--- config.mk ---
export PLATFORM = sky130hd
export DESIGN_NAME = line_buf_top
export DESIGN_NICKNAME = d
export VERILOG_FILES = /design/src/rtl/line_buf_pkg.sv /design/src/rtl/lb_store.sv /design/src/rtl/lb_snoop.sv /design/src/rtl/lb_drain.sv /design/src/rtl/line_buf_top.sv
export SDC_FILE = /design/constraint.sdc
export NUM_CORES = 2
export LEC_CHECK = 0
export ABC_AREA = 1
export CORE_ASPECT_RATIO = 0.6
export CORE_MARGIN = 2
export CORE_UTILIZATION = 45
export DETAILED_ROUTE_END_ITERATION = 6
export DONT_BUFFER_PORTS = 1
export HOLD_SLACK_MARGIN = 0.1
export SKIP_LAST_GASP = 1
export SYNTH_ARGS = -nofsm -noshare
export SYNTH_HDL_FRONTEND = slang
export SYNTH_HIERARCHICAL = 1
export SYNTH_MEMORY_MAX_BITS = 65536
export SYNTH_SLANG_ARGS = --single-unit
export TNS_END_PERCENT = 30
--- constraint.sdc ---
create_clock -name clk -period 22.4 [get_ports clk]
set_input_delay 1.12 -clock clk [delete_from_list [all_inputs] [get_ports clk]]
set_output_delay 1.12 -clock clk [all_outputs]
set_load 0.01 [all_outputs]
--- src/rtl/line_buf_pkg.sv ---
package line_buf_pkg;

   // Life cycle of one line buffer.
   typedef enum logic [1:0] {
      BUF_FREE     = 2'd0,
      BUF_FILLING  = 2'd1,
      BUF_FULL     = 2'd2,
      BUF_DRAINING = 2'd3
   } buf_state_e;

endpackage

--- src/rtl/lb_store.sv ---
// Line storage: one write port, one combinational read port, addressed by
// {buffer id, sub-block}.
module lb_store #(
   parameter int GID_W  = 3,
   parameter int SUB_W  = 2,
   parameter int DATA_W = 128
) (
   input  logic              clk,
   input  logic              wr_en,
   input  logic [GID_W-1:0]  wr_gid,
   input  logic [SUB_W-1:0]  wr_sub,
   input  logic [DATA_W-1:0] wr_data,
   input  logic [GID_W-1:0]  rd_gid,
   input  logic [SUB_W-1:0]  rd_sub,
   output logic [DATA_W-1:0] rd_data
);
   localparam int DEPTH = 1 << (GID_W + SUB_W);

   logic [DATA_W-1:0] mem [DEPTH];

   always_ff @(posedge clk) begin
      if (wr_en) mem[{wr_gid, wr_sub}] <= wr_data;
   end

   assign rd_data = mem[{rd_gid, rd_sub}];
endmodule

--- src/rtl/lb_snoop.sv ---
// Parallel address match over the writeback bank; lowest index wins.
module lb_snoop #(
   parameter int N_WB   = 2,
   parameter int ADDR_W = 32,
   parameter int IDX_W  = 2
) (
   input  logic [N_WB-1:0]   live,
   input  logic [ADDR_W-1:0] entry_addr [N_WB],
   input  logic [ADDR_W-1:0] look_addr,
   output logic              hit,
   output logic [IDX_W-1:0]  hit_idx
);
   logic [N_WB-1:0] match;

   for (genvar i = 0; i < N_WB; i++) begin : g_cmp
      assign match[i] = live[i] && (entry_addr[i] == look_addr);
   end

   always_comb begin
      hit_idx = '0;
      for (int i = N_WB - 1; i >= 0; i--) begin
         if (match[i]) hit_idx = IDX_W'(i);
      end
   end

   assign hit = |match;
endmodule

--- src/rtl/lb_drain.sv ---
// Output sequencer: one transfer of BEATS beats from a wrapped start.
module lb_drain #(
   parameter int BEATS = 4,
   parameter int GID_W = 3,
   parameter int SUB_W = 2
) (
   input  logic             clk,
   input  logic             rst_n,
   input  logic             start,
   input  logic [GID_W-1:0] start_gid,
   input  logic [SUB_W-1:0] start_sub,
   input  logic             start_free,
   input  logic             take,
   output logic             busy,
   output logic [GID_W-1:0] cur_gid,
   output logic [SUB_W-1:0] cur_sub,
   output logic             last,
   output logic             done_free
);
   logic [SUB_W-1:0] base_q;
   logic [SUB_W-1:0] cnt_q;
   logic             free_q;

   always_ff @(posedge clk) begin
      if (!rst_n) begin
         busy    <= 1'b0;
         cur_gid <= '0;
         base_q  <= '0;
         cnt_q   <= '0;
         free_q  <= 1'b0;
      end else if (!busy) begin
         if (start) begin
            busy    <= 1'b1;
            cur_gid <= start_gid;
            base_q  <= start_sub;
            cnt_q   <= '0;
            free_q  <= start_free;
         end
      end else if (take) begin
         cnt_q <= cnt_q + 1'b1;
         if (last) busy <= 1'b0;
      end
   end

   assign cur_sub   = base_q + cnt_q;
   assign last      = (cnt_q == SUB_W'(BEATS - 1));
   assign done_free = busy && take && last && free_q;
endmodule

--- src/rtl/line_buf_top.sv ---
module line_buf_top
   import line_buf_pkg::*;
#(
   parameter int N_RD   = 3,
   parameter int N_WB   = 2,
   parameter int BEATS  = 4,
   parameter int DATA_W = 128,
   parameter int ADDR_W = 32,
   localparam int IDX_W = (N_RD > N_WB) ? $clog2(N_RD) : $clog2(N_WB),
   localparam int SUB_W = $clog2(BEATS)
) (
   input  logic              clk,
   input  logic              rst_n,
   input  logic              fill_valid,
   output logic              fill_ready,
   input  logic              fill_wb,
   input  logic [IDX_W-1:0]  fill_idx,
   input  logic [SUB_W-1:0]  fill_sub,
   input  logic [ADDR_W-1:0] fill_addr,
   input  logic [DATA_W-1:0] fill_data,
   input  logic              drain_valid,
   output logic              drain_ready,
   input  logic              drain_wb,
   input  logic [IDX_W-1:0]  drain_idx,
   input  logic [SUB_W-1:0]  drain_sub,
   input  logic              snoop_valid,
   output logic              snoop_ready,
   input  logic [ADDR_W-1:0] snoop_addr,
   input  logic [SUB_W-1:0]  snoop_sub,
   output logic              snoop_hit,
   output logic [IDX_W-1:0]  snoop_idx,
   output logic              out_valid,
   input  logic              out_ready,
   output logic [DATA_W-1:0] out_data,
   output logic [SUB_W-1:0]  out_sub,
   output logic              out_last
);
   localparam int NBUF  = N_RD + N_WB;
   localparam int GID_W = $clog2(NBUF);
   localparam int NSLOT = 1 << GID_W;

   // Elaboration-time parameter checks
   if (N_RD < 1 || N_WB < 1) begin : g_bad_banks
      $error("line_buf_top: both banks need at least one buffer");
   end
   if (BEATS < 2 || (BEATS & (BEATS - 1)) != 0) begin : g_bad_beats
      $error("line_buf_top: BEATS must be a power of two, at least 2");
   end
   if (DATA_W < 8 || ADDR_W < 1) begin : g_bad_widths
      $error("line_buf_top: data or address width too small");
   end

   function automatic logic idx_ok(input logic wb, input logic [IDX_W-1:0] i);
      return wb ? (int'(i) < N_WB) : (int'(i) < N_RD);
   endfunction

   function automatic logic [GID_W-1:0] gid_of(input logic wb, input logic [IDX_W-1:0] i);
      return wb ? (GID_W'(N_RD) + GID_W'(i)) : GID_W'(i);
   endfunction

   buf_state_e        st [NSLOT];
   logic [ADDR_W-1:0] wb_addr [N_WB];

   // ---------------- fill side ----------------
   logic             f_active;
   logic [GID_W-1:0] f_gid;
   logic [SUB_W-1:0] f_base, f_cnt;
   logic [GID_W-1:0] fill_gid;
   logic             fill_fire, fill_first, fill_done;
   logic [SUB_W-1:0] fill_pos;

   assign fill_gid   = gid_of(fill_wb, fill_idx);
   assign fill_ready = idx_ok(fill_wb, fill_idx) &&
                       (f_active ? (fill_gid == f_gid) : (st[fill_gid] == BUF_FREE));
   assign fill_fire  = fill_valid && fill_ready;
   assign fill_first = fill_fire && !f_active;
   assign fill_done  = fill_fire && f_active && (f_cnt == SUB_W'(BEATS - 1));
   assign fill_pos   = f_active ? (f_base + f_cnt) : fill_sub;

   always_ff @(posedge clk) begin
      if (!rst_n) begin
         f_active <= 1'b0;
         f_gid    <= '0;
         f_base   <= '0;
         f_cnt    <= '0;
      end else if (fill_first) begin
         f_active <= 1'b1;
         f_gid    <= fill_gid;
         f_base   <= fill_sub;
         f_cnt    <= SUB_W'(1);
      end else if (fill_fire) begin
         f_cnt <= f_cnt + 1'b1;
         if (fill_done) f_active <= 1'b0;
      end
   end

   for (genvar w = 0; w < N_WB; w++) begin : g_wb_addr
      always_ff @(posedge clk) begin
         if (!rst_n) wb_addr[w] <= '0;
         else if (fill_first && fill_wb && fill_idx == IDX_W'(w)) wb_addr[w] <= fill_addr;
      end
   end

   // ---------------- snoop lookup ----------------
   logic [N_WB-1:0] wb_live;
   for (genvar w = 0; w < N_WB; w++) begin : g_live
      assign wb_live[w] = (st[N_RD + w] == BUF_FULL) || (st[N_RD + w] == BUF_DRAINING);
   end

   lb_snoop #(.N_WB(N_WB), .ADDR_W(ADDR_W), .IDX_W(IDX_W)) u_snoop (
      .live       (wb_live),
      .entry_addr (wb_addr),
      .look_addr  (snoop_addr),
      .hit        (snoop_hit),
      .hit_idx    (snoop_idx)
   );

   // ---------------- drain side ----------------
   logic             busy, done_free, snoop_take, drain_fire, start;
   logic [GID_W-1:0] drain_gid, start_gid, cur_gid;
   logic [SUB_W-1:0] start_sub;

   assign drain_gid   = gid_of(drain_wb, drain_idx);
   assign drain_ready = !busy && !snoop_valid && idx_ok(drain_wb, drain_idx) &&
                        (st[drain_gid] == BUF_FULL);
   assign drain_fire  = drain_valid && drain_ready;
   assign snoop_ready = !busy;
   assign snoop_take  = snoop_valid && !busy && snoop_hit;
   assign start       = drain_fire || snoop_take;
   assign start_gid   = snoop_take ? (GID_W'(N_RD) + GID_W'(snoop_idx)) : drain_gid;
   assign start_sub   = snoop_take ? snoop_sub : (drain_wb ? '0 : drain_sub);

   lb_drain #(.BEATS(BEATS), .GID_W(GID_W), .SUB_W(SUB_W)) u_drain (
      .clk        (clk),
      .rst_n      (rst_n),
      .start      (start),
      .start_gid  (start_gid),
      .start_sub  (start_sub),
      .start_free (!snoop_take),
      .take       (out_ready),
      .busy       (busy),
      .cur_gid    (cur_gid),
      .cur_sub    (out_sub),
      .last       (out_last),
      .done_free  (done_free)
   );

   assign out_valid = busy;

   lb_store #(.GID_W(GID_W), .SUB_W(SUB_W), .DATA_W(DATA_W)) u_store (
      .clk     (clk),
      .wr_en   (fill_fire),
      .wr_gid  (fill_active_gid()),
      .wr_sub  (fill_pos),
      .wr_data (fill_data),
      .rd_gid  (cur_gid),
      .rd_sub  (out_sub),
      .rd_data (out_data)
   );

   function automatic logic [GID_W-1:0] fill_active_gid();
      return f_active ? f_gid : fill_gid;
   endfunction

   // ---------------- buffer state ----------------
   always_ff @(posedge clk) begin
      if (!rst_n) begin
         for (int b = 0; b < NSLOT; b++) st[b] <= BUF_FREE;
      end else begin
         if (fill_first) st[fill_gid] <= BUF_FILLING;
         if (fill_done)  st[f_gid]    <= BUF_FULL;
         if (drain_fire) st[drain_gid] <= BUF_DRAINING;
         if (done_free)  st[cur_gid]  <= BUF_FREE;
      end
   end
endmodule

==> results.sh <==
export IMPL_cts_max_path_buffers=4
export IMPL_area_growth_pct=9.158
export IMPL_worstSetupEndpointType="output port"
export IMPL_num_io_pins=348
export IMPL_cp_data_arrival_time_ns=7.62
export IMPL_wl_met2_mm=218.7
export IMPL_synth_top_area_cell="edfxtp_1"
export IMPL_cp_max_fo=218
export IMPL_regArea_sq_um=125000
export IMPL_cts_num_sinks=4193
export IMPL_period_share_pct=39.02
export IMPL_synth_edff_count=4096
export IMPL_core_area_sq_um=374000
export IMPL_final_nets=13930
export IMPL_antenna_found_initial=9
export IMPL_internal_power_uw=12510
export IMPL_rows=174
export IMPL_grt_pass1_wl_mm=731.9
export IMPL_rsz0062_at_grt="no"
export IMPL_antenna_left=0
export IMPL_hold_depth=0
export IMPL_htreeDepth=5
export IMPL_clock_latency_ns=0.96
export IMPL_place_ws_ns=14.89
export IMPL_finalHoldViolations=0
export IMPL_fin_cells=19020
export IMPL_cp_start_kind="register"
export IMPL_post_cts_resized=0
export IMPL_synth_warnings=6
export IMPL_n_fill_cell=32630
export IMPL_grt_max_degree=219
export IMPL_worstHoldPathType="input port to register"
export IMPL_synth_top_family_by_area="simple AND/OR/NAND/NOR gates"
export IMPL_vias_per_cell=5.753
export IMPL_async_flop_share_pct=0
export IMPL_fp_dieArea_sq_um=380500
export IMPL_pwr_share_clk_pct=40.0
export IMPL_p_leak_uw=0.06318
export IMPL_synth_fa_ha_area_share_pct=0.07407
export IMPL_finalCriticalPeriod_ns=8.740
export IMPL_routedWlPerCell_um=26.52
export IMPL_synth_xor_area_share_pct=0.1141
export IMPL_drc=1
export IMPL_cts_setup_buffers=0
export IMPL_p_switching_uw=3814
export IMPL_avgSynthCellArea_sq_um=12.04
export IMPL_tns_ns=0
export IMPL_synthCells=14030
export IMPL_seqPwrFrac_pct=53.2
export IMPL_top_layer="met5"
export IMPL_power_total_uw=16320
export IMPL_synth_ff_type="edfxtp_1"
export IMPL_num_vias=109400
export IMPL_synth_most_common_cell="nand2_1"
export IMPL_netSwitchingFraction_pct=23.37
export IMPL_dr_wl_met3_mm=49.13
export IMPL_dp_cells=18330
export IMPL_gp_congestion=0.8005
export IMPL_cts_clk_slew_worst_paths_ns=0.07
export IMPL_violations="design-rule violations"
export IMPL_drt_first_iter_violations=13930
export IMPL_tightestPinTransition_ns=1.307
export IMPL_grt_overflow=0
export IMPL_ys_seq_area_share_pct=73.96
export IMPL_required_ns=21.28
export IMPL_synth_area_leaders="edfxtp_1 (73%), nand3_1 (12%), nand2_1 (9.8%), buf_2 (1.5%), dfxtp_1 (1.1%)"
export IMPL_max_cap_violations=0
export IMPL_worstSetupPathType="register to output port"
export IMPL_cts_buffers=392
export IMPL_synth_compound_area_share_pct=0.3837
export IMPL_cellPowerDensity_nw_per_um2=88.52
export IMPL_synth_simple_area_share_pct=22.15
export IMPL_cts_tree="built"
export IMPL_die_w_um=795.0
export IMPL_fmax_mhz=114.4
export IMPL_syn_area_sq_um=168900
export IMPL_synth_common_cells="nand2_1 (4418), edfxtp_1 (4096), nand3_1 (3903), buf_2 (498), nor2_1 (255)"
export IMPL_setup_violations_final=0
export IMPL_routedLengthMet1_mm=226.3
export IMPL_portBuffers=0
export IMPL_synth_seq_cells=4193
export IMPL_synth_nets=14250
export IMPL_outcome="complete, but fails checks"
export IMPL_grt_pass1_vias=100600
export IMPL_multiInputGateArea_sq_um=38650
export IMPL_slew_headroom_pct=12.87
export IMPL_cts_root_buffer="clkbuf_16"
export IMPL_die_height_um=478.6
export IMPL_rr_worst_depth=11
export IMPL_vdd_drop_max_uv=67.69
export IMPL_drive_gt1_share_pct=5.648
export IMPL_skew_ns=0.05546
export IMPL_start_util_pct=45.17
export IMPL_dr_pass1_iters=7
export IMPL_combPwrFrac_pct=6.8
export IMPL_synthMuxAreaShare_pct=0.005925
export IMPL_hpwl_mm=251.9
export IMPL_slew_viol_final=0
export IMPL_cts_hold_buf=0
export IMPL_synth_top_area_share_pct=72.81
export IMPL_ys_types=42
export IMPL_gr_usage_all_layers_pct=25.83
export IMPL_wl_mm=504.4
export IMPL_setup_ws_ns=13.66
power by group through the flow:
stage / Clock [uW] / Combinational, uW / Sequential (uW)
floorplan: 0 / 742 / 8860
global placement: 0 / 1100 / 8850
detailed placement: 0 / 1100 / 8850
CTS: 6630 / 1100 / 8680
global route: 6930 / 1200 / 8680
finish: 6530 / 1110 / 8680
worst paths after layout:
check / from / end / slack [ns]
worst min-delay path: fill_data[52] / u_store/mem[13][52]$_DFFE_PP_ / 0.25
worst min register to register: f_base[0]$_SDFFE_PN0P_ / f_base[0]$_SDFFE_PN0P_ / 0.49
worst max register to register: st[2][0]$_SDFFE_PP0P_ / u_store/mem[0][42]$_DFFE_PP_ / 16.48
worst max-delay path: u_drain/cnt_q[0]$_SDFFE_PN0P_ / out_data[56] / 13.66
logic make-up after synthesis:
kind of cell | Yosys count
AOI/OAI and AO/OA | 126
xor gates and xnor gates | 22
adders and majority gates | 10
buffers and inverters | 1049
DFF | 4193
muxes | 1
other | 1
and+or+nand+nor | 8625
stage by stage:
stage / hold WS (ns) / utilization (%) / cell area [sq um]
6_report: 0.2533 / 49.30 / 184400
3_5_place_dp: 0.4733 / 46.05 / 172200
5_1_grt: 0.2010 / 49.30 / 184400
4_1_cts: 0.1816 / 49.30 / 184400
3_3_place_gp: 0.4538 / 46.05 / 172200
2_1_floorplan: 0.4466 / - / 168900
flip-flops by register name, summed over array words and instances, names as in the netlist:
register / cells
f_base: 2
u_drain/cnt_q: 2
u_drain/cur_gid: 3
u_drain/free_q: 1
f_gid: 3
st: 16
u_store/mem: 4096
f_active: 1
wb_addr: 64
f_cnt: 2
u_drain/base_q: 2
u_drain/busy: 1
worst max-delay path: stages (launching register included):
cell	delay, ns
dfxtp_1	0.42
ha_4	0.34
inv_16	0.43
buf_4	0.87
buf_4	0.58
buf_4	0.72
buf_4	0.68
buf_4	0.89
nand2_1	0.11
nand3_1	0.12
nand3_1	0.09
nand3_1	0.15
nand3_1	0.09
nand2_1	0.43
metal layers:
| metal | vias up | track usage [%] |
|---|---|---|
| met3 | 601 | 4.863 |
| met2 | 5249 | 37.93 |
| met4 | 4 | 5.341 |
| li1 | 49130 | - |
| met5 | - | 0 |
| met1 | 54450 | 40.19 |
area by class of cell:
class                   instances  share of cell area [%]
diodes                          1                0.001357
clock buffers                 478                   5.571
clock inverters               217                   1.020
inverters                     138                  0.3121
multi-input cells            8785                   20.96
flip-flops and latches       4193                   67.76
well taps                    5016                   3.403
repair buffers                195                  0.9703
placed cells by master (no fill, tap or decap), types with 23 or more instances in the layout:
cell	instances
clkbuf_16	397
clkbuf_1	75
buf_12	26
dfxtp_1	94
nor2_4	33
clkinv_1	94
clkinv_2	68
a21oi_1	23
bufinv_16	28
buf_4	169
nor2_1	223
inv_1	126
nand2_1	4417
edfxtp_1	4096
nand3_1	3903
o21ai_0	93
Note: power is estimated with default switching activity, not from simulation.
